File: src/rtl/norseq_pkg.sv
// Package: shared command codes, magic unlock addresses and the sequencer
// mode encoding for the NOR flash command sequencer.
package norseq_pkg;

    localparam logic [7:0] CMD_UNLOCK_A = 8'hAA;
    localparam logic [7:0] CMD_UNLOCK_B = 8'h55;
    localparam logic [7:0] CMD_IDENT    = 8'h90;
    localparam logic [7:0] CMD_PROGRAM  = 8'hA0;
    localparam logic [7:0] CMD_SETUP    = 8'h80;
    localparam logic [7:0] CMD_SECTOR   = 8'h30;
    localparam logic [7:0] CMD_EXIT     = 8'hF0;

    localparam logic [15:0] UNLOCK_ADDR_1 = 16'hAAAA;
    localparam logic [15:0] UNLOCK_ADDR_2 = 16'h5554;

    // Combined write-cycle / current-command state
    typedef enum logic [2:0] {
        M_READ      = 3'd0,  // idle, array reads
        M_UNLK1     = 3'd1,  // first unlock cycle seen
        M_UNLK2     = 3'd2,  // second unlock cycle seen
        M_IDENT     = 3'd3,  // identification reads
        M_PROG_ARM  = 3'd4,  // next write programs
        M_PROG_IDLE = 3'd5,  // program done, status reads
        M_ESETUP    = 3'd6,  // erase setup, status reads
        M_SERASE    = 3'd7   // sector erase issued, status reads
    } mode_e;

endpackage

File: src/rtl/norseq_array.sv
// Module: word-wide storage array built from per-word registers.
// Assumes at most one write per clock; every word resets to all ones,
// the erased state. Read port is combinational.
module norseq_array #(
    parameter int DATA_W = 16,
    parameter int DEPTH  = 64,
    localparam int IDX_W = $clog2(DEPTH)
) (
    input  logic              clk,
    input  logic              rst_n,
    input  logic              we,
    input  logic [IDX_W-1:0]  widx,
    input  logic [DATA_W-1:0] wd,
    input  logic [IDX_W-1:0]  ridx,
    output logic [DATA_W-1:0] rd
);

    logic [DATA_W-1:0] rows [DEPTH];

    for (genvar w = 0; w < DEPTH; w++) begin : g_word
        logic [DATA_W-1:0] word_q;

        // Hold one word; load it when its index is written
        always_ff @(posedge clk) begin
            if (!rst_n)
                word_q <= '1;
            else if (we && widx == IDX_W'(w))
                word_q <= wd;
        end

        assign rows[w] = word_q;
    end

    // Select the addressed word
    always_comb rd = rows[ridx];

endmodule

File: src/rtl/norseq_eraser.sv
// Module: sector erase walker. On start it picks a boot or main sector size
// from the word index, aligns down, then steps one word per clock while busy.
// Assumes sector sizes are powers of two and start is only raised while idle.
module norseq_eraser #(
    parameter int DEPTH      = 64,
    parameter int BOOT_WORDS = 4,
    parameter int BOOT_COUNT = 4,
    parameter int MAIN_WORDS = 16,
    localparam int IDX_W     = $clog2(DEPTH),
    localparam int BOOT_AREA = BOOT_WORDS * BOOT_COUNT
) (
    input  logic             clk,
    input  logic             rst_n,
    input  logic             start,
    input  logic [IDX_W-1:0] idx,
    output logic             busy,
    output logic [IDX_W-1:0] ptr,
    output logic             done
);

    logic             in_boot;
    logic [IDX_W-1:0] base_c;
    logic [IDX_W-1:0] last_c;
    logic [IDX_W-1:0] last_q;

    // Choose sector size and aligned bounds for the requested index
    always_comb begin
        in_boot = {1'b0, idx} < (IDX_W + 1)'(BOOT_AREA);
        if (in_boot) begin
            base_c = idx & ~IDX_W'(BOOT_WORDS - 1);
            last_c = base_c + IDX_W'(BOOT_WORDS - 1);
        end else begin
            base_c = idx & ~IDX_W'(MAIN_WORDS - 1);
            last_c = base_c + IDX_W'(MAIN_WORDS - 1);
        end
    end

    // Walk pointer from base to last, one word per clock
    always_ff @(posedge clk) begin
        if (!rst_n) begin
            busy   <= 1'b0;
            ptr    <= '0;
            last_q <= '0;
        end else if (!busy) begin
            if (start) begin
                busy   <= 1'b1;
                ptr    <= base_c;
                last_q <= last_c;
            end
        end else if (ptr == last_q) begin
            busy <= 1'b0;
        end else begin
            ptr <= ptr + 1'b1;
        end
    end

    // Final word of the walk is being cleared this cycle
    always_comb done = busy && (ptr == last_q);

endmodule

File: src/rtl/norseq_decoder.sv
// Module: unlock/command sequence decoder and status byte owner.
// Assumes writes are already gated off while an erase walk is busy.
// Command codes are compared on the low data byte only.
module norseq_decoder
    import norseq_pkg::*;
#(
    parameter int ADDR_W = 16
) (
    input  logic              clk,
    input  logic              rst_n,
    input  logic              wr_acc,
    input  logic [ADDR_W-1:0] addr,
    input  logic [7:0]        cmd_b,
    input  logic              erase_done,
    output mode_e             mode,
    output logic              prog_we,
    output logic              erase_start,
    output logic [7:0]        status
);

    mode_e mode_d;
    logic  armed_q, armed_d;
    logic  hit_u1, hit_u2;

    // Recognise the two magic unlock addresses
    always_comb begin
        hit_u1 = addr == ADDR_W'(UNLOCK_ADDR_1);
        hit_u2 = addr == ADDR_W'(UNLOCK_ADDR_2);
    end

    // Next-state decode for every accepted write
    always_comb begin
        mode_d      = mode;
        armed_d     = armed_q;
        prog_we     = 1'b0;
        erase_start = 1'b0;
        if (wr_acc) begin
            unique case (mode)
                M_READ, M_PROG_IDLE, M_IDENT, M_ESETUP: begin
                    if (hit_u1 && cmd_b == CMD_UNLOCK_A) begin
                        mode_d  = M_UNLK1;
                        armed_d = (mode == M_ESETUP);
                    end else begin
                        mode_d  = M_READ;
                        armed_d = 1'b0;
                    end
                end
                M_UNLK1: begin
                    if (hit_u2 && cmd_b == CMD_UNLOCK_B) begin
                        mode_d = M_UNLK2;
                    end else begin
                        mode_d  = M_READ;
                        armed_d = 1'b0;
                    end
                end
                M_UNLK2: begin
                    armed_d = 1'b0;
                    if (hit_u1) begin
                        case (cmd_b)
                            CMD_IDENT:   mode_d = M_IDENT;
                            CMD_SETUP:   mode_d = M_ESETUP;
                            CMD_PROGRAM: mode_d = M_PROG_ARM;
                            default:     mode_d = M_READ;
                        endcase
                    end else if (armed_q && cmd_b == CMD_SECTOR) begin
                        mode_d      = M_SERASE;
                        erase_start = 1'b1;
                    end else begin
                        mode_d = M_READ;
                    end
                end
                M_PROG_ARM: begin
                    prog_we = 1'b1;
                    mode_d  = M_PROG_IDLE;
                end
                M_SERASE: begin
                    if (cmd_b == CMD_EXIT)
                        mode_d = M_READ;
                end
                default: mode_d = M_READ;
            endcase
        end
    end

    // Register mode and the erase-setup flag
    always_ff @(posedge clk) begin
        if (!rst_n) begin
            mode    <= M_READ;
            armed_q <= 1'b0;
        end else begin
            mode    <= mode_d;
            armed_q <= armed_d;
        end
    end

    // Status byte: program mirrors data bit 7, erase clears then sets bit 7
    always_ff @(posedge clk) begin
        if (!rst_n)
            status <= 8'h00;
        else if (prog_we)
            status <= {cmd_b[7], 7'b0};
        else if (erase_start)
            status[7] <= 1'b0;
        else if (erase_done)
            status[7] <= 1'b1;
    end

endmodule

File: src/rtl/nor_cmd_seq.sv
// Module: top of the NOR flash command sequencer. Ties the decoder, the
// erase walker and the array together and registers the read result.
// Assumes DATA_W is a multiple of 8 and ADDR_W >= 16.
module nor_cmd_seq
    import norseq_pkg::*;
#(
    parameter int ADDR_W     = 16,
    parameter int DATA_W     = 16,
    parameter int BOOT_WORDS = 4,
    parameter int BOOT_COUNT = 4,
    parameter int MAIN_WORDS = 16,
    parameter int MAIN_COUNT = 3,
    parameter logic [DATA_W-1:0] ID_MFR = DATA_W'(16'h001F),
    parameter logic [DATA_W-1:0] ID_DEV = DATA_W'(16'h01D6)
) (
    input  logic              clk,
    input  logic              rst_n,
    input  logic [ADDR_W-1:0] addr,
    input  logic              wr_en,
    input  logic [DATA_W-1:0] wdata,
    input  logic              rd_en,
    output logic [DATA_W-1:0] rd_data,
    output logic              erase_busy
);

    localparam int DEPTH = BOOT_WORDS * BOOT_COUNT + MAIN_WORDS * MAIN_COUNT;
    localparam int IDX_W = $clog2(DEPTH);
    localparam int BYTES = DATA_W / 8;
    localparam int BSH   = $clog2(BYTES);
    localparam int OFF_W = 8 - BSH;

    mode_e             mode;
    logic              prog_we;
    logic              erase_start;
    logic              erase_done;
    logic [7:0]        status;
    logic [IDX_W-1:0]  word_idx;
    logic [IDX_W-1:0]  walk_ptr;
    logic              arr_we;
    logic [IDX_W-1:0]  arr_widx;
    logic [DATA_W-1:0] arr_wd;
    logic [DATA_W-1:0] arr_rd;
    logic [OFF_W-1:0]  id_off;
    logic              status_sel;
    logic              wr_acc;

    // Address split and write gating during the erase walk
    always_comb begin
        word_idx = addr[BSH +: IDX_W];
        id_off   = addr[7:BSH];
        wr_acc   = wr_en && !erase_busy;
    end

    norseq_decoder #(.ADDR_W(ADDR_W)) u_dec (
        .clk        (clk),
        .rst_n      (rst_n),
        .wr_acc     (wr_acc),
        .addr       (addr),
        .cmd_b      (wdata[7:0]),
        .erase_done (erase_done),
        .mode       (mode),
        .prog_we    (prog_we),
        .erase_start(erase_start),
        .status     (status)
    );

    norseq_eraser #(
        .DEPTH     (DEPTH),
        .BOOT_WORDS(BOOT_WORDS),
        .BOOT_COUNT(BOOT_COUNT),
        .MAIN_WORDS(MAIN_WORDS)
    ) u_ers (
        .clk  (clk),
        .rst_n(rst_n),
        .start(erase_start),
        .idx  (word_idx),
        .busy (erase_busy),
        .ptr  (walk_ptr),
        .done (erase_done)
    );

    // Array write port: erase walk has priority over a program write
    always_comb begin
        arr_we   = prog_we || erase_busy;
        arr_widx = erase_busy ? walk_ptr : word_idx;
        arr_wd   = erase_busy ? '1 : wdata;
    end

    norseq_array #(.DATA_W(DATA_W), .DEPTH(DEPTH)) u_arr (
        .clk  (clk),
        .rst_n(rst_n),
        .we   (arr_we),
        .widx (arr_widx),
        .wd   (arr_wd),
        .ridx (word_idx),
        .rd   (arr_rd)
    );

    // Modes in which reads show the status byte
    always_comb begin
        status_sel = erase_busy || mode == M_PROG_ARM || mode == M_PROG_IDLE
                  || mode == M_ESETUP || mode == M_SERASE;
    end

    // Registered read result
    always_ff @(posedge clk) begin
        if (!rst_n) begin
            rd_data <= '0;
        end else if (rd_en) begin
            if (status_sel)
                rd_data <= DATA_W'(status);
            else if (mode == M_IDENT) begin
                if (id_off == OFF_W'(0))      rd_data <= ID_MFR;
                else if (id_off == OFF_W'(1)) rd_data <= ID_DEV;
                else if (id_off == OFF_W'(2)) rd_data <= '0;
                else                          rd_data <= '1;
            end else
                rd_data <= arr_rd;
        end
    end

endmodule

File: config.mk
export PLATFORM = sky130hd
export DESIGN_NAME = nor_cmd_seq
export DESIGN_NICKNAME = d
export VERILOG_FILES = /design/src/rtl/norseq_pkg.sv /design/src/rtl/norseq_array.sv /design/src/rtl/norseq_eraser.sv /design/src/rtl/norseq_decoder.sv /design/src/rtl/nor_cmd_seq.sv
export SDC_FILE = /design/constraint.sdc
export NUM_CORES = 2
export LEC_CHECK = 0
export BUFFER_PORTS_ARGS = -buffer_cell sky130_fd_sc_hd__buf_2
export CAP_MARGIN = 10
export CORE_UTILIZATION = 50
export CTS_CLUSTER_SIZE = 28
export DETAILED_ROUTE_END_ITERATION = 16
export PLACE_DENSITY_LB_ADDON = 0.2
export SETUP_SLACK_MARGIN = 0.02
export SLEW_MARGIN = 25
export SYNTH_ARGS = -nofsm -noshare
export SYNTH_HDL_FRONTEND = slang
export SYNTH_SLANG_ARGS = --single-unit
export TNS_END_PERCENT = 10
File: constraint.sdc
create_clock -name clk -period 3 [get_ports clk]
set_clock_uncertainty 0.2 [all_clocks]
set_input_delay 0.3 -clock clk [delete_from_list [all_inputs] [get_ports clk]]
set_output_delay 0.3 -clock clk [all_outputs]
set_load 0.05 [all_outputs]
==> reports/results.ini <==
[floorplan]
die-area_um2=91000
die_w_um=302
top_level_ports=53
fp.dieH_um=302
start_util_pct=50.6
core_area_um2=88600
rows=109

[cells_and_area]
regArea_um2=21200
instances_no_fill=5792
layout_commonest_cell=nand2_1
n_fill_cell=7550
drive_gt1_share_pct=17.7
layout_common_cells=nand2_1 (1106), dfxtp_1 (1056), o211ai_1 (1032)
nNetsFinal=4573
multi_input_area_um2=21600
area_delta_synth_final_pct=14.9

[power]
power_frac_seq_pct=46.7
vdd_drop_max_uv=477
swShare_pct=23.6
clkPwrFrac_pct=47.4
power_density_nw_per_um2=587
p_int_w=0.0231
leakage_nw=23.3
combPwrFrac_pct=5.9
p_sw_w=0.00715
total_power_w=0.0302

[routing]
num_vias=36200
drc=8
wl_per_cell_um=23.9
drtPass1Iterations=13
wirelength_um=138000
dr.first_iter.drc_count=3662
ant_nets=0
vias_per_cell=6.25

[run_status]
violations=design-rule violations
outcome=complete, but fails checks

[grt]
antenna_found_initial=6
grt_max_degree=225
grt_util_all_layers_pct=30.2
gr-total-overflow=0
grt_pass1_vias=33439
grt_pass1_wl_um=211000

[worst_setup_path]
arrival_ps=3430
r2r-start=u_ers.busy
critPathMaxFanout=17
crit_start=addr[6]
end_kind=flip-flop
critical_path_class=in -> reg
cp-start-kind=primary input
worstPathRequired_ps=3460

[clock_network]
cts_buffer_depth=3
post_cts_buffers=0
clk_latency_ps=710
clk_pin_slew_ps=70
tritoncts=yes
cts.sinks=1057
htreeDepth=3
cts_made_buffers=108
clockRootBuffer=clkbuf_16

[synthesis]
synth_warnings=0
synth_edf_count=0
synth_seq_area_share_pct=47.2
syn-num-nets=4658
synth_top_cell_area_share_pct=47.2
syn_area_um2=44900
synth_largest_area_cell=dfxtp_1
synth-async-reset-ratio_pct=0
synth_seq_cells=1057
synthCells=4621
synth.area.top_cells=dfxtp_1 (47%), o211ai_1 (17%), mux4_2 (10%)
synth_ff_type=dfxtp_1
yosysUniqueCellTypes=70
syn_avg_cell_area_um2=9.71

[sta]
period_share_pct=99.0
fin_crit_ps=2970
setup-violations-final=0
tightestPinTransition_ps=1320
max_freq_mhz=337
timing.slew.headroom_pct=12.3
slew_violations=0
worst_hold_slack_ps=37.3
hold_viol=0
rsz0062_at_grt=yes

[worst_hold_path]
min-delay-start=addr[7]
hp-class=in -> reg

[place]
dp_hpwl_um=85500
io_buffers=52
place_congestion=0.980
dp_cells=5568

[job]
max_cap_violations=0

-- final cells by class --
cell class                 instances  area share (%)
antenna                            1         0.00485
clock buffer                     161            6.29
clock inverter                    39            1.15
inverter                           9          0.0655
multi-input combinational       3032            41.9
sequential                      1057            41.1
tap                             1165            2.83
timing repair buffer             328            6.68
-- flip-flops by register name (all words and copies together), names as in the netlist --
signal               flops
u_arr.g_word.word_q   1024
u_ers.busy               1
u_ers.last_q             5
u_dec.mode               3
u_dec.status             1
u_ers.ptr                6
u_dec.armed_q            1
rd_data                 16
-- final timing paths --
path / cells after the start / end / slack (ps)
setup / recovery: 8 / u_dec.armed_q / 30
hold / removal: 5 / rd_data[3] / 40
setup reg to reg: 9 / u_arr.g_word[60].word_q[15] / 160
hold reg to reg: 2 / u_arr.g_word[38].word_q[5] / 280
-- per-layer routing --
metal | global-route usage, % | up-vias | wire length, µm
met5 | 0 | - | 30
met4 | 12.2 | 6 | 5730
met3 | 5.58 | 302 | 10300
met2 | 47.3 | 1373 | 62800
met1 | 41.1 | 17477 | 59200
li1 | - | 17042 | -
-- cells by family (layout without fill, tap and decap cells) --
group	count (synthesis)	count (layout)	synth area share (%)
adders and majority gates	1	1	0.0279
muxes	338	338	13.4
buffers and inverters	532	537	5.00
xor gates and xnor gates	7	7	0.137
and+or+nand+nor	1379	1379	12.8
AOI/OAI and AO/OA	1307	1307	21.4
other	0	1	0
DFF	1057	1057	47.2
-- what timing repair did --
| item | CTS | global route |
|---|---|---|
| hold buffers | 23 | 0 |
| resized for setup | 0 | 5 |
| setup endpoints to repair | 0 | 2 |
| endpoints found under the hold margin | 188 | 0 |
-- through the flow --
step	setup slack [ps]	area (µm²)	utilization (%)	TNS [ps]
floorplan	622	44900	-	0
global placement	-219	47400	53.5	-910
detailed placement	-201	47500	53.5	-812
CTS	48.9	51500	58.1	0
global route	4.39	51500	58.1	0
finish	30.8	51500	58.1	0
-- worst max-delay path: stages --
cell and delay (ps):
dlygate4sd3_1 530, buf_2 460, nor2b_1 560, nand4_1 150
or4_1 500, a21bo_2 220, a21oi_1 100, dlygate4sd3_1 570
-- synthesized netlist by cell type (all sizes together) (9+ instances only) --
library cell  count
nor3             32
nand2          1106
a22oi            11
mux4            201
dfxtp          1057
buf             149
nor2b            34
nand3            21
a22o              9
o211ai         1032
a21oi            34
a211oi           38
nor4             10
nand2b           54
nand4            10
mux2i            42
nor2             57
a31oi            10
clkbuf          374
o22ai            74
o21ai            44
mux2             95
-- power by group through the flow --
| stage | clock network [W] | logic [W] | registers (W) |
|---|---|---|---|
| 2_1_floorplan | 0 | 0.000919 | 0.0145 |
| 3_3_place_gp | 0 | 0.00174 | 0.0144 |
| 3_5_place_dp | 0 | 0.00174 | 0.0144 |
| 4_1_cts | 0.0145 | 0.00177 | 0.0141 |
| 5_1_grt | 0.0151 | 0.00186 | 0.0141 |
| 6_report | 0.0143 | 0.00180 | 0.0141 |
No activity file was read; power rests on OpenSTA's default activity.
